<file path="config.mk">
export PLATFORM = sky130hd
export DESIGN_NAME = fracn_divider
export DESIGN_NICKNAME = d
export VERILOG_FILES = /design/src/rtl/fracn_pkg.sv /design/src/rtl/fracn_accum.sv /design/src/rtl/fracn_count.sv /design/src/rtl/fracn_divider.sv
export SDC_FILE = /design/constraint.sdc
export NUM_CORES = 1
export LEC_CHECK = 0
export BUFFER_PORTS_ARGS = -buffer_cell sky130_fd_sc_hd__buf_2
export CORE_MARGIN = 3
export CORE_UTILIZATION = 49
export CTS_BUF_LIST = sky130_fd_sc_hd__clkbuf_16
export CTS_CLUSTER_DIAMETER = 50
export DETAILED_ROUTE_END_ITERATION = 10
export PLACE_DENSITY = 0.87
export SETUP_SLACK_MARGIN = 0.3
export SYNTH_ARGS = -nofsm -noshare
export SYNTH_HDL_FRONTEND = slang
export SYNTH_HIERARCHICAL = 1
export SYNTH_SLANG_ARGS = --single-unit
</file>
<file path="constraint.sdc">
create_clock -name clk -period 2.6 [get_ports clk]
set_input_delay 0.26 -clock clk [delete_from_list [all_inputs] [get_ports clk]]
set_output_delay 0.26 -clock clk [all_outputs]
set_load 0.03 [all_outputs]
</file>
<file path="src/rtl/fracn_pkg.sv">
package fracn_pkg;

    // Control states of the divider
    typedef enum logic [0:0] {
        ST_LOAD  = 1'b0,   // first load after reset
        ST_COUNT = 1'b1    // counting down, reloading at zero
    } fdiv_state_t;

endpackage

</file>
<file path="src/rtl/fracn_accum.sv">
module fracn_accum #(
    parameter int KW = 16
) (
    input  logic          clk,
    input  logic          rst_n,
    input  logic          clear,
    input  logic          step,
    input  logic [KW-1:0] frac,
    output logic [KW-1:0] residue,
    output logic          carry_q,
    output logic          carry_next
);

    localparam int SW = KW + 1;

    logic [SW-1:0] sum_w;

    assign sum_w      = {1'b0, residue} + {1'b0, frac};
    assign carry_next = sum_w[SW-1];

    always_ff @(posedge clk or negedge rst_n) begin
        if (!rst_n) begin
            residue <= '0;
            carry_q <= 1'b0;
        end else if (clear) begin
            residue <= '0;
            carry_q <= 1'b0;
        end else if (step) begin
            {carry_q, residue} <= sum_w;
        end
    end

    AST_ACC_STEP: assert property (@(posedge clk) disable iff (!rst_n)
        (step && !clear) |=> ({carry_q, residue} == ({1'b0, $past(residue)} + {1'b0, $past(frac)})));

    AST_ACC_HOLD: assert property (@(posedge clk) disable iff (!rst_n)
        (!step && !clear) |=> ($stable(residue) && $stable(carry_q)));

    AST_ACC_CLEAR: assert property (@(posedge clk) disable iff (!rst_n)
        clear |=> (residue == '0 && !carry_q));

endmodule

</file>
<file path="src/rtl/fracn_count.sv">
module fracn_count #(
    parameter int NW = 8
) (
    input  logic          clk,
    input  logic          rst_n,
    input  logic          load,
    input  logic [NW-1:0] load_val,
    output logic [NW-1:0] cnt,
    output logic          at_zero
);

    localparam logic [NW-1:0] ONE_W = {{(NW-1){1'b0}}, 1'b1};

    assign at_zero = (cnt == '0);

    always_ff @(posedge clk or negedge rst_n) begin
        if (!rst_n) begin
            cnt <= '0;
        end else if (load) begin
            cnt <= load_val;
        end else if (!at_zero) begin
            cnt <= cnt - ONE_W;
        end
    end

    AST_CNT_DOWN: assert property (@(posedge clk) disable iff (!rst_n)
        (!load && cnt != '0) |=> (cnt == $past(cnt) - ONE_W));

endmodule

</file>
<file path="src/rtl/fracn_divider.sv">
module fracn_divider
    import fracn_pkg::*;
#(
    parameter int NW = 8,
    parameter int KW = 16
) (
    input  logic          clk,
    input  logic          rst_n,
    input  logic [NW-1:0] int_div,
    input  logic [KW-1:0] frac_word,
    output logic          div_pulse,
    output logic          ratio_sel,
    output logic [KW-1:0] residue
);

    localparam logic [NW-1:0] ONE_W = {{(NW-1){1'b0}}, 1'b1};

    fdiv_state_t   state_q, state_d;
    logic          load_first;
    logic          reload;
    logic          cnt_load;
    logic          carry_next;
    logic          carry_use;
    logic          at_zero;
    logic [NW-1:0] cnt;
    logic [NW-1:0] load_val;

    // State register
    always_ff @(posedge clk or negedge rst_n) begin
        if (!rst_n) begin
            state_q <= ST_LOAD;
        end else begin
            state_q <= state_d;
        end
    end

    // Next state: start leaves ST_LOAD, count and reload stay in ST_COUNT
    always_comb begin
        state_d = state_q;
        unique case (state_q)
            ST_LOAD:  state_d = ST_COUNT;
            ST_COUNT: state_d = ST_COUNT;
        endcase
    end

    // Control outputs of the state machine
    always_comb begin
        load_first = 1'b0;
        reload     = 1'b0;
        unique case (state_q)
            ST_LOAD:  load_first = 1'b1;
            ST_COUNT: reload     = at_zero;
        endcase
    end

    assign carry_use = reload & carry_next;
    assign load_val  = int_div - ONE_W + {{(NW-1){1'b0}}, carry_use};
    assign cnt_load  = load_first | reload;
    assign div_pulse = reload;

    fracn_count #(.NW(NW)) u_count (
        .clk      (clk),
        .rst_n    (rst_n),
        .load     (cnt_load),
        .load_val (load_val),
        .cnt      (cnt),
        .at_zero  (at_zero)
    );

    fracn_accum #(.KW(KW)) u_accum (
        .clk        (clk),
        .rst_n      (rst_n),
        .clear      (load_first),
        .step       (reload),
        .frac       (frac_word),
        .residue    (residue),
        .carry_q    (ratio_sel),
        .carry_next (carry_next)
    );

    AST_DIV_NONZERO: assert property (@(posedge clk) disable iff (!rst_n)
        int_div != '0);

    AST_FIRST_LOAD: assert property (@(posedge clk) disable iff (!rst_n)
        (state_q == ST_LOAD) |=> (cnt == $past(int_div) - ONE_W && !ratio_sel));

    AST_RELOAD_LEN: assert property (@(posedge clk) disable iff (!rst_n)
        div_pulse |=> (cnt == $past(int_div) - ONE_W + {{(NW-1){1'b0}}, ratio_sel}));

    AST_STAY_COUNT: assert property (@(posedge clk) disable iff (!rst_n)
        (state_q == ST_COUNT) |=> (state_q == ST_COUNT));

endmodule

</file>
== Word level (Yosys, flattened, before mapping) ==
Cells that the tools add are included.

* Bits in registers: 26
* Latch bits: 0
* Bits in writable memories: 0
* Memory bits (read-only): 0
* Input port bits: 26
* Word-level logic and storage cells: 21
* Memories kept: 0

* Add/subtract/negate cells: 4
* Multipliers: 0
* Div/mod/pow operators: 0
* $lt $le $gt $ge: 0
* Equality and inequality tests: 2
* Shift-type cells: 0
* Mux-type cells: 8
* Bitwise operators: 2
* Reductions and logical operators: 1

{| class="wikitable"
|+ Operators with widths
! kind !! number
|-
| 16-bit 2-to-1 mux || 2
|-
| 16-bit by 16-bit adder with 17-bit output || 1
|-
| 8-bit 2-to-1 mux || 2
|-
| 8-bit by 1-bit subtractor with 8-bit output, second input constant || 2
|-
| 8-bit by 1-bit adder with 8-bit output || 1
|-
| 8-bit logical NOT || 1
|-
| 1-bit 2-to-1 mux || 4
|-
| 2-bit by 1-bit inequality test with 1-bit output, second input constant || 1
|-
| 2-bit inequality test, second input constant || 1
|-
| 1-bit bitwise AND || 1
|-
| 1-bit bitwise OR || 1
|}

== Longest topological paths before layout ==
* Word-level depth: 5
* Gate-level depth with buffers: 16
* Gate-level depth less buffers: 16

== Modules after synthesis ==
Netlist, hierarchy kept.

{| class="wikitable"
|+ Modules (own cells, without submodules)
! module !! times used !! cells an instance !! area each (µm²)
|-
| fracn_accum || 1 || 181 || 1,567.8
|-
| fracn_count || 1 || 59 || 539.3
|-
| fracn_divider || 1 || 27 || 205.2
|}

== Worst setup path after synthesis ==
Ideal clock, no wire load.

* Path type: reg2reg
* From: register u_accum.residue[0]
* To: register u_count.cnt[5]
* Arrival time: 3.054 ns
* Path slack: -0.540 ns
* Stages on the path, launching flop included: 17
* Period minus slack after synthesis: 3.140 ns
* Cells stage by stage: dfrtp_1 -> ha_1 -> inv_1 -> fa_1 -> and2b_1 -> o2111ai_2 -> a211oi_1 -> nor3_1 -> o21ai_0 -> nand2_1 -> ha_1 -> nand2b_1 -> nor4_1 -> xor2_1 -> inv_1 -> a32o_1 -> nor3_1

* Word-level cells in the longest chain between the ends: 4

{| class="wikitable"
|+ Ends and longest elaborated chain
! what !! RTL line !! RTL
|-
| start, declared || fracn_accum.sv:9 || <nowiki>output logic [KW-1:0] residue,</nowiki>
|-
| start signal, assigned || fracn_accum.sv:29 || <nowiki>{carry_q, residue} <= sum_w;</nowiki>
|-
| 16-bit by 16-bit adder with 17-bit output || fracn_accum.sv:18 || <nowiki>assign sum_w = {1'b0, residue} + {1'b0, frac};</nowiki>
|-
| via carry_next || fracn_divider.sv:22 || <nowiki>logic carry_next;</nowiki>
|-
| 1-bit bitwise AND || fracn_divider.sv:56 || <nowiki>assign carry_use = reload & carry_next;</nowiki>
|-
| 8-bit by 1-bit adder with 8-bit output || fracn_divider.sv:57 || <nowiki>assign load_val = int_div - ONE_W + {{(NW-1){1'b0}}, carry_use};</nowiki>
|-
| via load_val[5] || fracn_divider.sv:26 || <nowiki>logic [NW-1:0] load_val;</nowiki>
|-
| 8-bit 2-to-1 mux || fracn_count.sv:19 || <nowiki>end else if (load) begin</nowiki>
|-
| end signal, assigned || fracn_count.sv:20 || <nowiki>cnt <= load_val;</nowiki>
|-
| end signal, assigned || fracn_count.sv:22 || <nowiki>cnt <= cnt - ONE_W;</nowiki>
|-
| end, declared || fracn_count.sv:8 || <nowiki>output logic [NW-1:0] cnt,</nowiki>
|}

The timed path passes the listed nets, and every way through them passes these cells.
A chain may end at the register's enable or synchronous reset.

== Worst setup path after layout ==
* From: register u_accum.residue[0]
* To: register u_count.cnt[4]

The elaborated chain is that of the path after synthesis.

==> impl_metrics.py <==
metrics = {
    "yosys": {
        "number_of_synthesized_flops_with_an_enable_pin": 0,
        "synth-async-reset-ratio_pct": 100,
        "synth_nets": 314,
        "syn-instance-count": 267,
        "post-synth-top-area-fraction_pct": 28.1,
        "synth.most_common_cell": "dfrtp_1",
        "yosys_warnings": 6,
        "library_cell_with_the_largest_summed_area_after_synthesis": "dfrtp_1",
        "synth_area_per_cell_um2": 8.66,
        "synth_seq_cells": 26,
        "ys_seq_area_share_pct": 28.1,
        "synth.cell_area_um2": 2310,
        "post_synth_main_area_contributors": "dfrtp_1 (28%), ha_1 (11%), a21oi_1 (4.1%)",
        "ys_types": 59,
        "synth_top_cells_by_count": "dfrtp_1 (26), nand2_1 (24), ha_1 (20)",
        "synthFlopType": "dfrtp_1",
    },
    "worst_setup_path": {
        "endpoint_kind": "flop",
        "timing.reg2reg.setup_slack_ns": -0.49,
        "r2r-start": "u_accum/residue[0]",
        "worst_path_fanout_max": 2,
        "worst_setup_path_start_kind": "flop",
        "worstPathArrival_ns": 3.24,
        "required_ns": 2.75,
        "reg2reg_to": "u_count/cnt[4]",
        "critical_path_class": "flop to flop",
        "reg2reg_depth": 16,
    },
    "die": {
        "design.core.area_um2": 4440,
        "initial_utilization_pct": 52.0,
        "die_area_um2": 5580,
        "die_width_um": 74.7,
        "die_height_um": 74.7,
        "boundaryPins": 44,
        "std_cell_rows": 24,
    },
    "global_route": {
        "wire_length_of_the_first_global_routing_pass_mm": 11.1,
        "initial_antenna_violation_count": 0,
        "largest_net_degree_at_the_start_of_global_routing": 27,
        "gr-usage-all-layers_pct": 25.5,
        "overflow": 0,
        "grt_pass1_vias": 2453,
    },
    "drt": {
        "topRoutingLayerUsed": "met4",
        "met2_wirelength_mm": 3.59,
        "route.layer.met1.wl_mm": 2.78,
        "post-route-drc-count": 0,
        "drtAntennaViolNets": 0,
        "detailroute.wirelength.met3_um": 394,
        "vias_per_cell": 6.19,
        "initialDrtViolationCount": 326,
        "route.final.wire_length_mm": 7.00,
        "vias": 2484,
        "drt_first_pass_iters": 6,
        "routedWlPerCell_um": 17.4,
    },
    "finish": {
        "n_antenna_cell": 0,
        "drive_above_1_share_pct": 38.7,
        "syn_to_final_growth_pct": 36.0,
        "final_core_utilization_pct": 70.7,
        "design.final.nets": 398,
        "post-route-cell-area_um2": 3140,
    },
    "status": {
        "violations": "negative setup slack",
        "run_status": "finished, violations left",
    },
    "sta": {
        "max_freq_mhz": 323,
        "rsz0062_at_grt": "true",
        "final.setup.tns_ns": -2.50,
        "worstMarginPinSlew_ns": 0.668,
        "fin_ws_ns": -0.493,
        "setup_viol": 8,
        "final.hold.worst_slack_ns": 0.00928,
        "fin_crit_ns": 3.09,
        "post-route-period-util_pct": 119,
        "clock_skew_ns": 0.00167,
        "hold_violations": 0,
        "timing_max_transition_violations_final": 0,
        "max_slew_margin_pct": 55.3,
    },
    "run": {
        "drv.max_cap_violation_count": 0,
    },
    "power": {
        "power.density_cell_area_nw_per_um2": 344,
        "ir_worst_vdd_mv": 0.243,
        "p_leak_nw": 1.51,
        "report.power.total_mw": 1.08,
    },
    "placed_design": {
        "gp_congestion": 0.975,
        "postPlaceCellArea_um2": 2850,
        "hpwlAfterDp_mm": 4.83,
        "io_buffer_count": 43,
    },
    "cts": {
        "cts-buffers-inserted": 3,
        "clock_insertion_delay_worst_skew_ns": 0.26,
        "cts_max_level": 1,
        "ctsLongestPathBuffers": 2,
        "root_buffer": "clkbuf_16",
        "cts.hold.buffers_added": 0,
        "tritoncts_num_sinks": 26,
        "tritoncts": "done",
        "cts.reportedPaths.clkPinSlew_ns": 0.06,
    },
    "hold_path": {
        "hp-class": "primary input to asynchronous set/reset pin",
    },
}
[cells in the final DEF, fill, tap and decap left out, types with 6 or more instances in the layout]
master,netlist,layout
inv_1,16,11
buf_4,0,41
o31ai_1,6,6
nand3_1,6,6
o21ai_0,9,8
nand3b_1,6,6
nor2_1,15,13
a21o_1,7,7
xor2_1,8,8
nand4_1,6,6
ha_1,20,14
a21oi_1,19,18
buf_2,3,42
dfrtp_1,26,21
nor3_1,9,8
nand2_1,24,24
[logic make-up (layout without fill, tap and decap cells)]
family,after synthesis,after routing,share of synthesized area [%]
AND/OR/NAND/NOR,101,101,25.5
AO/OA/AOI/OAI,74,74,22.7
flip-flops,26,26,28.1
buffers and inverters,26,108,4.71
adder cells (fa/ha/maj),21,21,11.7
XOR/XNOR,13,13,4.92
multiplexers,5,5,2.16
other,1,1,0.162
[layout make-up]
cell class / instances / area, um^2
multi-input cells: 215 / 1690
fillers: 328 / 1300
well taps: 52 / 65.1
inverters: 16 / 60.1
clock buffers: 3 / 75.1
repair buffers: 89 / 594
flip-flops and latches: 26 / 657
[per-layer routing]
layer / track usage (%) / up-vias
met4: 9.49 / 0
met1: 30.7 / 1167
met3: 3.07 / 33
met5: 0 / -
li1: - / 1155
met2: 46.3 / 129
[flip-flops by register name (all words and copies together) (netlist names)]
register,flops
state_q,1
u_accum/carry_q,1
u_count/cnt,8
u_accum/residue,16
[worst max-delay path, cell delays in order, from the launching register on]
cell       delay, ns
dfrtp_2         0.42
ha_4            0.16
inv_2           0.05
fa_2            0.21
and2b_2         0.26
o2111ai_4       0.20
a211oi_2        0.12
nor3_2          0.25
o21ai_1         0.11
nand2_1         0.15
ha_2            0.21
ha_4            0.15
inv_2           0.05
or3_4           0.38
xnor2_1         0.13
nand2_1         0.06
o31ai_1         0.06
[worst max path at each step]
stage | startpoint | end | slack, ns | cells after the start
6_report | u_accum/residue[0] | u_count/cnt[4] | -0.49 | 16
4_1_cts | u_accum/residue[0] | u_count/cnt[4] | -0.29 | 16
5_1_grt | u_accum/residue[0] | u_count/cnt[4] | -0.59 | 16
3_3_place_gp | u_accum/residue[0] | u_count/cnt[4] | -0.13 | 16
2_1_floorplan | u_accum/residue[0] | u_count/cnt[4] | -0.25 | 16
3_5_place_dp | u_accum/residue[0] | u_count/cnt[5] | -0.32 | 16
[stage by stage]
stage               worst slack (ns)  std cells
floorplan                     -0.249        267
global placement              -0.131        384
detailed placement            -0.321        384
CTS                           -0.293        393
global route                  -0.591        401
finish                        -0.493        401
[power by group]
group	switching [mW]	internal (mW)	leakage, nW	total, mW
sequential	0.0273	0.426	0.336	0.454
combinational	0.156	0.128	1.14	0.284
clock	0.140	0.204	0.0370	0.344
total	0.323	0.759	1.51	1.08
[timing repair]
action,CTS,global route
gates resized for setup,15,13
endpoints found under the setup margin,14,11
setup buffers,6,8
cloned,0,0
pin swaps,8,11
No activity file was read; power rests on OpenSTA's default activity.
